[config.mk]
export PLATFORM = sky130hd
export DESIGN_NAME = pic8_core
export DESIGN_NICKNAME = d
export VERILOG_FILES = /design/src/rtl/pic8_core.sv
export SDC_FILE = /design/constraint.sdc
export NUM_CORES = 1
export LEC_CHECK = 0
export ABC_CLOCK_PERIOD_IN_PS = 4600
export BUFFER_PORTS_ARGS = -buffer_cell sky130_fd_sc_hd__buf_4
export CORE_UTILIZATION = 30
export DETAILED_ROUTE_END_ITERATION = 6
export PLACE_DENSITY = 0.42
export REMOVE_ABC_BUFFERS = 1
export SLEW_MARGIN = 0
export SYNTH_ARGS = -nofsm -noshare
export SYNTH_HDL_FRONTEND = slang
export SYNTH_SLANG_ARGS = --single-unit
[constraint.sdc]
create_clock -name clk -period 4.6 [get_ports clk]
set_input_delay 0.23 -clock clk [delete_from_list [all_inputs] [get_ports clk]]
set_output_delay 0.23 -clock clk [all_outputs]
set_load 0.05 [all_outputs]
[src/rtl/pic8_core.sv]
module pic8_core (
  input  logic       clk,
  input  logic       rst_n,
  input  logic       wr_en,
  input  logic       addr,
  input  logic [7:0] wr_data,
  input  logic [7:0] irq_in,
  input  logic       inta,
  output logic       int_out,
  output logic [7:0] vector,
  output logic       vec_valid,
  output logic       ready,
  output logic [7:0] in_service,
  output logic [7:0] cascade_cfg
);
  typedef enum logic [2:0] {S_IDLE, S_BASE, S_CASC, S_MODE, S_RUN} st_t;

  st_t        st;
  logic [7:0] irr, isr, imr, casc, prev;
  logic [4:0] base;
  logic [2:0] low;
  logic       level_m, single_m, need_mode, aeoi, nested, rot_auto;

  logic       win_any, top_any;
  logic [2:0] win, win_rk, top, top_rk;
  logic [7:0] req;

  assign req = irr & ~imr;

  always_comb begin
    logic [2:0] idx;
    win_any = 1'b0; win = '0; win_rk = '0;
    top_any = 1'b0; top = '0; top_rk = '0;
    for (int k = 7; k >= 0; k--) begin
      idx = low + 3'(k) + 3'd1;
      if (req[idx]) begin win_any = 1'b1; win = idx; win_rk = 3'(k); end
      if (isr[idx]) begin top_any = 1'b1; top = idx; top_rk = 3'(k); end
    end
  end

  wire icw1 = wr_en && !addr && wr_data[4];
  wire ocw2 = wr_en && !addr && !wr_data[4] && !wr_data[3] && st == S_RUN;
  wire ack  = inta && st == S_RUN;
  wire [2:0] lvl = wr_data[2:0];

  assign int_out = st == S_RUN && win_any &&
                   (!top_any || win_rk < top_rk || (nested && win_rk == top_rk));
  assign ready       = st == S_RUN;
  assign in_service  = isr;
  assign cascade_cfg = casc;

  always_ff @(posedge clk or negedge rst_n) begin
    if (!rst_n) begin
      st <= S_IDLE;
      irr <= '0; isr <= '0; imr <= '1; casc <= '0; prev <= '0;
      base <= '0; low <= 3'd7;
      level_m <= 1'b0; single_m <= 1'b0; need_mode <= 1'b0;
      aeoi <= 1'b0; nested <= 1'b0; rot_auto <= 1'b0;
      vector <= '0; vec_valid <= 1'b0;
    end else begin
      vec_valid <= 1'b0;
      prev <= irq_in;
      if (level_m) irr <= irq_in;
      else         irr <= irr | (irq_in & ~prev);

      if (ack) begin
        vec_valid <= 1'b1;
        vector <= {base, win_any ? win : 3'd7};
        if (win_any) begin
          irr[win] <= 1'b0;
          if (!aeoi)         isr[win] <= 1'b1;
          else if (rot_auto) low <= win;
        end
      end

      if (icw1) begin
        st <= S_BASE;
        need_mode <= wr_data[0];
        single_m  <= wr_data[1];
        level_m   <= wr_data[3];
        irr <= '0; isr <= '0; imr <= '0; casc <= '0;
        low <= 3'd7; aeoi <= 1'b0; nested <= 1'b0; rot_auto <= 1'b0;
      end else if (wr_en && addr) begin
        case (st)
          S_BASE: begin
            base <= wr_data[7:3];
            st <= !single_m ? S_CASC : (need_mode ? S_MODE : S_RUN);
          end
          S_CASC: begin
            casc <= wr_data;
            st <= need_mode ? S_MODE : S_RUN;
          end
          S_MODE: begin
            aeoi   <= wr_data[1];
            nested <= wr_data[4];
            st <= S_RUN;
          end
          S_RUN:   imr <= wr_data;
          default: ;
        endcase
      end else if (ocw2) begin
        case (wr_data[7:5])
          3'b001: if (top_any) isr[top] <= 1'b0;
          3'b011: isr[lvl] <= 1'b0;
          3'b101: if (top_any) begin isr[top] <= 1'b0; low <= top; end
          3'b111: begin isr[lvl] <= 1'b0; low <= lvl; end
          3'b110: low <= lvl;
          3'b100: rot_auto <= 1'b1;
          3'b000: rot_auto <= 1'b0;
          default: ;
        endcase
      end
    end
  end

  // starting initialization drops ready and empties service state
  a_r2_init_restart: assert property (@(posedge clk) disable iff (!rst_n)
    icw1 |=> !ready && in_service == 8'h00);

  // each vector carries the programmed base
  a_r3_vec_base: assert property (@(posedge clk) disable iff (!rst_n)
    vec_valid |-> vector[7:3] == base);

  // mask writes after initialization land in the mask register
  a_r4_mask_load: assert property (@(posedge clk) disable iff (!rst_n)
    wr_en && addr && ready |=> imr == $past(wr_data));

  // a served interrupt adds exactly one in-service bit
  a_r5_ack_adds_one: assert property (@(posedge clk) disable iff (!rst_n)
    inta && int_out && !aeoi && !nested && !wr_en
      |=> $countones(isr) == $countones($past(isr)) + 1);

  // automatic retirement leaves in-service untouched
  a_r7_aeoi_keeps_isr: assert property (@(posedge clk) disable iff (!rst_n)
    inta && ready && aeoi && !wr_en |=> $stable(isr));
endmodule

==> flow_summary.json, run 1 <==
{
  "hold_viol_final": 0,
  "drt_iter0_drc": 320,
  "switchingPower_uw": 2013,
  "portBuffers": 47,
  "clock.fmax_ghz": 0.2308,
  "grt_first_pass_wirelength_mm": 27.36,
  "synth_area_leaders": "dfrtp_1, mux4_2, mux2i_1, dfstp_2, mux2_2",
  "die_h_um": 135.3,
  "nNetsFinal": 627,
  "drc": 0,
  "end_kind": "output pin",
  "synth_compound_area_frac": 0.1903,
  "ys_ff_latch": 66,
  "fin_ws_ns": 0.2672,
  "synth_top_area_share": 0.2581,
  "path_clk_slew_ns": 0.06,
  "post-cts-setup-buffer-count": 0,
  "ys_warn_count": 0,
  "ir_drop_uv": 307.1,
  "io_pins": 48,
  "seqPwrFrac": 0.228,
  "fin_crit_ns": 4.333,
  "ant_nets": 0,
  "clock_skew_ns": 0.009556,
  "crit_path_max_fanout": 23,
  "syn-instance-count": 552,
  "switching_share": 0.4795,
  "fp-row-count": 48,
  "r2r_slack_ns": 0.34,
  "maxCapViolCount": 0,
  "root_buffer": "clkbuf_16",
  "cts_tree": "built",
  "hp-class": "in2async",
  "fp.dieW_um": 135.3,
  "p_clk_frac": 0.162,
  "synthSimpleGateAreaFrac": 0.1840,
  "cts_buffers": 9,
  "synthMuxAreaShare": 0.2339,
  "cts_max_level": 3,
  "core_area_um2": 17360,
  "dr.pass1.iters": 4,
  "yosys.area.top_type": "dfrtp_1",
  "synth_edf_count": 0,
  "rsz0062_at_grt": "no",
  "arrival_ns": 4.10,
  "timing.rr.end": "in_service[7]",
  "status": "finished, final reports clean",
  "cp.required_ns": 4.37,
  "synth_ff_type": "dfrtp_1",
  "drv_slew": 0,
  "synth_cell_types": 77,
  "grt_use_total": 0.1955,
  "finish.utilization": 0.3639,
  "tightest_slew_ns": 1.193,
  "fin_crit_sh": 0.9419,
  "gr-total-overflow": 0,
  "die_area_um2": 18310,
  "grt_pass1_vias": 4850,
  "leakage_uw": 0.002627,
  "setup.worst_path.class": "reg2out",
  "p_comb_frac": 0.610,
  "synth.avg_cell_area_um2": 9.661,
  "synthAdderAreaFrac": 0.01408,
  "slew_headroom": 0.1981,
  "yosys.area_share.xor_xnor": 0.01807,
  "yosysSeqAreaShare": 0.3123,
  "wl_per_cell_um": 20.62,
  "async_reset_ff_frac": 1.000,
  "diodes": 0,
  "synth_top_family_by_area": "multiplexers",
  "p_per_area_nw_per_um2": 664.6,
  "viasPerCell": 5.680,
  "start_util": 0.3072,
  "cts_num_sinks": 66,
  "setup_violations": 0,
  "critPathLaunchType": "flip-flop",
  "syn_area_um2": 5333,
  "clock_path_buffers": 2,
  "grt_max_degree": 67,
  "cell_internal_pwr_uw": 2185,
  "via_count": 4714,
  "final_layout_size_suffix_gt1_frac": 0.2595,
  "gp_congestion": 0.8933,
  "drt_wl_total_mm": 17.12,
  "reg2reg_from": "low[0]",
  "insertion_delay_ns": 0.33,
  "dp_hpwl_mm": 12.70,
  "antenna_found_initial": 1,
  "holdWs_ns": 0.001872,
  "place_ws_ns": 0.2825,
  "r2r_cells": 9,
  "syn_to_final_growth_pct": 18.44
}
==> cells by family (layout without fill, tap and decap cells) <==
kind of cell / Yosys count / count (layout)
AOI/OAI and AO/OA: 145 / 145
xor gates and xnor gates: 5 / 5
adders and majority gates: 6 / 6
buffers and inverters: 56 / 109
DFF: 66 / 66
muxes: 86 / 86
and+or+nand+nor: 188 / 188
==> final cells by class <==
cell class	instances	area [um^2]
clock buffers	10	229.0
multi-input cells	430	3445
clock inverters	6	68.82
fillers	1751	11040
inverters	23	86.33
repair buffers	70	540.5
well taps	225	281.5
flip-flops and latches	66	1665
==> cell usage after synthesis (5+ instances only) <==
master	instances
mux2_2	17
nor2_1	50
a31oi_1	7
dfstp_2	11
o21ai_0	28
clkbuf_1	20
nand3b_1	8
and2_1	5
nand3_1	10
a41oi_1	5
mux2i_1	41
mux4_2	24
a221o_1	5
nor2b_1	12
a21oi_1	28
ha_1	6
nor3_1	7
inv_1	21
a211oi_1	9
nand2_1	42
a221oi_1	12
nand2b_1	18
or4_1	5
dfrtp_1	55
o31ai_1	5
buf_2	6
==> flip-flops by register name, summed over array words and instances (netlist names) <==
name / flops
cascade_cfg: 8
imr: 8
in_service: 8
irr: 8
prev: 8
vector: 8
base: 5
low: 3
st: 3
aeoi: 1
level_m: 1
need_mode: 1
nested: 1
rot_auto: 1
single_m: 1
vec_valid: 1
==> cell usage in the layout, fill, tap and decap left out, drive strengths merged, types with 6 or more instances in the layout <==
master	netlist	routed
nand3	10	10
inv	23	23
dfrtp	55	55
and2	6	6
a31oi	7	7
nor2	50	50
nand2b	18	18
or4	6	6
nor3	7	7
nor2b	12	12
mux4	28	28
dfstp	11	11
nand3b	8	8
buf	12	64
o21ai	29	29
a221oi	13	13
nand2	43	43
mux2	17	17
ha	6	6
dlygate4sd3	0	6
mux2i	41	41
a21oi	28	28
a211oi	9	9
clkbuf	21	10
==> power groups by stage <==
stage                     registers (uW)  clock network [uW]  logic [uW]
final                                957                 680        2560
after floorplan                     1180                   0        1500
after detailed placement             962                   0        2510
after global routing                 986                 728        2770
after global placement               958                   0        2560
after CTS                            955                 701        2530
==> worst max path at each step <==
stage                 from             to  cells past startpoint
floorplan           low[0]        int_out                     12
global placement    low[0]  in_service[7]                      9
detailed placement  low[0]  in_service[6]                      9
CTS                 low[0]        int_out                     13
global route        low[0]        int_out                     14
finish              low[0]        int_out                     13
==> through the flow <==
stage / cell area, um^2 / setup TNS, ns / total power (uW) / std cells
floorplan: 5166 / -3.060 / 2676 / 519
global placement: 5937 / 0 / 3515 / 808
detailed placement: 5937 / 0 / 3475 / 808
CTS: 6285 / 0 / 4184 / 829
global route: 6316 / 0 / 4485 / 830
finish: 6316 / 0 / 4198 / 830
==> timing repair <==
item,CTS,global route
endpoints found under the setup margin,0,4
resized for setup,0,5
hold endpoints to repair,5,1
hold buffers,5,1
==> critical path, cell delays in order (launching register included) <==
cell and delay, ns:
dfstp_2 0.53, buf_4 0.30, buf_4 0.32, mux4_1 0.75, a21oi_2 0.27, a22o_1 0.22, nor3_1 0.07, o21ai_0 0.17
ha_1 0.27, a21o_1 0.16, a21oi_1 0.13, a41oi_1 0.06, a21oi_1 0.27, buf_4 0.25
==> routing by layer <==
| layer | track usage | wire length [um] | vias up |
|---|---|---|---|
| met4 | 0.05993 | 254 | 0 |
| met5 | 0 | 0 | - |
| li1 | - | - | 2202 |
| met2 | 0.3182 | 7959 | 155 |
| met3 | 0.01908 | 681 | 17 |
| met1 | 0.2728 | 8222 | 2340 |
Power figures use the tool's default switching activity.
==> run 2: changes to the inputs <==
Settings changed: CTS_BUF_LIST from default to sky130_fd_sc_hd__clkbuf_4, GPL_TIMING_DRIVEN from default to 0.
==> flow_summary.json, run 2 (synthesized netlist as in run 1, its figures left out) <==
{
  "status": "finished, final reports clean",
  "worstSetupPathDepth": 12,
  "switchingPower_uw": 1974,
  "leakage_uw": 0.002579,
  "io_pins": 48,
  "grt_max_degree": 67,
  "syn_to_final_growth_pct": 18.02,
  "r2r_cells": 10,
  "final_layout_size_suffix_gt1_frac": 0.2677,
  "ant_nets": 0,
  "cp.required_ns": 4.37,
  "drt_iter0_drc": 341,
  "grt_first_pass_wirelength_mm": 27.76,
  "drt_wl_total_mm": 17.29,
  "grt_pass1_vias": 4802,
  "switching_share": 0.5042,
  "antenna_found_initial": 1,
  "wl_per_cell_um": 20.70,
  "timing.rr.end": "in_service[1]",
  "hold_viol_final": 0,
  "p_clk_frac": 0.099,
  "critPathMaxStageDelay_ns": 0.79,
  "start_util": 0.3072,
  "portBuffers": 47,
  "clock.fmax_ghz": 0.2283,
  "final_cell_mix": "buf_4, dfrtp_1, nor2_1, nand2_1, mux2i_1",
  "crit_path_max_fanout": 17,
  "gr-total-overflow": 0,
  "arrival_ns": 4.15,
  "final_area_um2": 6294,
  "reg2reg_from": "low[1]",
  "r2r_slack_ns": 0.33,
  "final_common_cell": "buf_4",
  "clock_path_buffers": 2,
  "viasPerCell": 5.708,
  "cts_num_sinks": 66,
  "maxCapViolCount": 0,
  "critPathLaunchType": "flip-flop",
  "critPathTopFamily": "flip-flops",
  "hp-class": "in2reg",
  "via_count": 4766,
  "seqPwrFrac": 0.248,
  "die_h_um": 135.3,
  "cts_buffers": 9,
  "placed_area_um2": 5844,
  "clock_skew_ns": 0.01630,
  "core_area_um2": 17360,
  "fin_crit_ns": 4.381,
  "gp_congestion": 0.8338,
  "ir_drop_uv": 274.3,
  "insertion_delay_ns": 0.42,
  "root_buffer": "clkbuf_4",
  "drv_slew": 0,
  "fp.dieW_um": 135.3,
  "grt_use_total": 0.1999,
  "tightest_slew_ns": 0.8992,
  "die_area_um2": 18310,
  "dp_hpwl_mm": 12.17,
  "dr.pass1.iters": 5,
  "slew_headroom": 0.3983,
  "fin_crit_sh": 0.9523,
  "p_comb_frac": 0.653,
  "cpMostUsedCell": "a21oi_1",
  "cell_internal_pwr_uw": 1941,
  "setup_violations": 0,
  "fp-row-count": 48,
  "critical_path.startpoint": "low[1]",
  "holdWs_ns": 0.07056,
  "path_clk_slew_ns": 0.12,
  "cts_max_level": 3,
  "endpoint": "int_out",
  "drc": 0,
  "fin_tns_setup_ns": 0,
  "end_kind": "output pin",
  "critPathBufInv": 1,
  "setup.worst_path.class": "reg2out",
  "cts_tree": "built",
  "p_per_area_nw_per_um2": 622.1,
  "nNetsFinal": 631,
  "worstPathCellList": "ha_2 -> xor2_4 -> mux4_1 -> mux2i_1 -> or3_4 -> a31oi_1 -> ha_1 -> a21o_1 -> a21oi_1 -> a41oi_1 -> a21oi_1 -> buf_4",
  "slowest_stage": "dfstp_4"
}
[run 2: changes by cell type in the layout (fill, tap and decap cells not counted), sizes merged]
cell / previous run / this run
clkbuf: 10 / 9
clkinv: 1 / 5
clkinvlp: 4 / 3
diode: 0 / 1
dlygate4sd3: 6 / 9
inv: 23 / 22
[run 2: metal layers]
metal  global-route usage  up-vias  wire (um)
li1                     -     2212          -
met1               0.2713     2405       7975
met2               0.3274      125       8301
met3              0.02394       24        679
met4              0.07054        0        330
met5                    0        -          0
[run 2: timing repair]
action | 4_1_cts | 5_1_grt
hold buffers | 9 | 0
cloned | 1 | 0
setup buffers | 4 | 11
setup endpoints to repair | 23 | 11
pin swaps | 1 | 2
gates resized for setup | 9 | 6
hold endpoints to repair | 63 | 0
[run 2: cell type report]
type | count | area (um^2)
repair buffers | 73 | 618.1
clock inverters | 7 | 70.07
flip-flops and latches | 66 | 1673
diodes | 1 | 2.502
repair inverters | 1 | 5.005
fillers | 1783 | 11060
inverters | 23 | 90.09
clock buffers | 9 | 67.56
multi-input cells | 430 | 3486
well taps | 225 | 281.5
[run 2: power groups by stage]
| stage | Clock, uW | Combinational (uW) | Sequential (uW) |
|---|---|---|---|
| final | 387 | 2560 | 972 |
| after global routing | 425 | 2770 | 1000 |
| after CTS | 407 | 2470 | 977 |
| after detailed placement | 0 | 2400 | 995 |
| after global placement | 0 | 2380 | 990 |
| after floorplan | 0 | 1500 | 1180 |
[run 2: how the worst min path moves through the flow]
stage	start	to	slack, ns	cells after the start
global route	wr_data[3]	level_m	0.06	3
floorplan	rst_n	aeoi	-0.07	0
global placement	irq_in[5]	prev[5]	0.35	1
CTS	wr_data[4]	imr[4]	0.03	3
detailed placement	irq_in[6]	prev[6]	0.35	1
finish	wr_data[3]	level_m	0.07	3
[run 2: tightest hold or removal path, delay by kind of cell]
family | cells | cell delay [ns]
buf+inv | 1 | 0.13
simple gates | 2 | 0.10
[run 2: metrics by stage]
step	util	power, uW	setup WS [ns]	std cells
CTS	0.3559	3855	0.03392	823
floorplan	-	2676	-0.6642	519
finish	0.3626	3915	0.2194	835
global route	0.3626	4192	-0.02362	835
detailed placement	0.3367	3394	-1.820	793
global placement	0.3342	3370	-1.862	791
==> run 3: changes to the inputs <==
Settings changed: CORE_UTILIZATION 30 to 40, PLACE_DENSITY 0.42 to 0.53.
==> flow_summary.json, run 3 (synthesized netlist as in run 1, its figures left out) <==
{
  "r2r_slack_ns": 0.36,
  "p_per_area_nw_per_um2": 624.6,
  "arrival_ns": 4.14,
  "cts_tree": "built",
  "worstHoldStart": "wr_data[4]",
  "multi_input_area_um2": 3493,
  "drt_wl_total_mm": 16.00,
  "drt_iter0_drc": 522,
  "grt_max_degree": 67,
  "hold_depth": 3,
  "portBuffers": 47,
  "dp_hpwl_mm": 11.13,
  "cts_buffers": 9,
  "io_pins": 48,
  "final_area_um2": 6155,
  "clock_skew_ns": 0.01569,
  "dr.pass1.iters": 7,
  "fin_crit_sh": 0.9501,
  "clock.fmax_ghz": 0.2288,
  "holdPathEnd": "imr[4]",
  "fp.dieW_um": 117.5,
  "cts_num_sinks": 66,
  "root_buffer": "clkbuf_4",
  "syn_to_final_growth_pct": 15.42,
  "place_ws_ns": -1.760,
  "maxCapViolCount": 0,
  "critPathLaunchType": "flip-flop",
  "clock_path_buffers": 2,
  "die_area_um2": 13800,
  "final_cell_mix": "dfrtp_1, buf_4, nor2_1, nand2_1, mux2i_1",
  "fin_ws_ns": 0.2294,
  "gp_congestion": 0.8838,
  "drc": 2,
  "antenna_found_initial": 0,
  "fin_crit_ns": 4.371,
  "start_util": 0.4158,
  "hold_viol_final": 0,
  "cts_max_level": 3,
  "r2r_cells": 10,
  "viasPerCell": 6.170,
  "wl_per_cell_um": 20.65,
  "core_area_um2": 12820,
  "rsz0062_at_grt": "no",
  "final_layout_size_suffix_gt1_frac": 0.2620,
  "setup.worst_path.class": "reg2out",
  "die_h_um": 117.5,
  "end_kind": "output pin",
  "grt_first_pass_wirelength_mm": 25.91,
  "insertion_delay_ns": 0.42,
  "via_count": 4782,
  "grt_pass1_vias": 4687,
  "fillers": 1276,
  "violations": "DRC",
  "reg2reg_from": "low[0]",
  "setup_violations": 0,
  "tightest_slew_ns": 0.8836,
  "slew_headroom": 0.4088,
  "ant_nets": 0,
  "finish.utilization": 0.4799,
  "ir_drop_uv": 266.5,
  "drv_slew": 0,
  "grt_use_total": 0.2365,
  "path_clk_slew_ns": 0.12,
  "hp-class": "in2reg",
  "regArea_um2": 1673,
  "timing.rr.end": "in_service[1]",
  "fp-row-count": 41,
  "holdWs_ns": 0.06992,
  "placed_area_um2": 5766,
  "status": "finished with violations",
  "gr-total-overflow": 0,
  "leakage_uw": 0.002536,
  "crit_path_max_fanout": 17,
  "final_common_cell": "dfrtp_1",
  "nNetsFinal": 625,
  "cp.required_ns": 4.37,
  "diodes": 0
}
run 3: how the worst max path moves through the flow:
| stage | start | to | slack (ns) | depth (start not counted) |
|---|---|---|---|---|
| detailed placement | low[0] | in_service[7] | -1.76 | 10 |
| global route | low[0] | int_out | 0.05 | 12 |
| floorplan | low[0] | int_out | -0.66 | 12 |
| CTS | low[1] | int_out | 0.07 | 13 |
| global placement | low[0] | in_service[7] | -1.81 | 10 |
| finish | low[1] | int_out | 0.23 | 13 |
run 3: through the flow:
step,cells,power [uW],setup TNS [ns]
4_1_cts,770,3754,0
3_5_place_dp,740,3354,-33.40
2_1_floorplan,519,2676,-3.060
5_1_grt,775,4093,0
3_3_place_gp,738,3334,-35.32
6_report,775,3844,0
run 3: critical path, cell delays in order, from the launching register on:
cell and delay (ns):
dfstp_4 0.79, inv_2 0.17, ha_4 0.44, inv_1 0.20
mux4_2 0.40, nor2_1 0.06, or3_4 0.37, a31oi_1 0.18
ha_1 0.26, a21o_1 0.17, a21oi_1 0.16, a41oi_1 0.08
a21oi_2 0.22, buf_4 0.23
run 3: layer usage:
metal	vias to the layer above	global-route usage	share of wire	wire length [um]
met5	-	0	0	0
met4	0	0.06410	0.013	216
met3	21	0.03052	0.053	848
met2	183	0.3824	0.48	7631
met1	2380	0.3333	0.46	7305
li1	2198	-	-	-
run 3: where the power goes:
part,switching (uW),leakage (uW),internal (uW)
sequential,211,0.000806,763
combinational,1530,0.00167,999
clock,222,0.0000644,118
total,1960,0.00254,1880
run 3: timing repair:
action | CTS | global route
gates cloned | 1 | 0
resized for setup | 9 | 8
pin swaps | 1 | 2
hold buffers | 9 | 0
setup endpoints to repair | 23 | 9
buffers inserted | 4 | 5
hold endpoints to repair | 63 | 0
run 3: area by class of cell:
class,count,share of cell area
flip-flops and latches,66,0.2718
inverters,23,0.01464
clock inverters,6,0.006912
repair inverters,1,0.0008132
multi-input cells,430,0.5676
repair buffers,67,0.09108
well taps,172,0.03497
clock buffers,10,0.01220
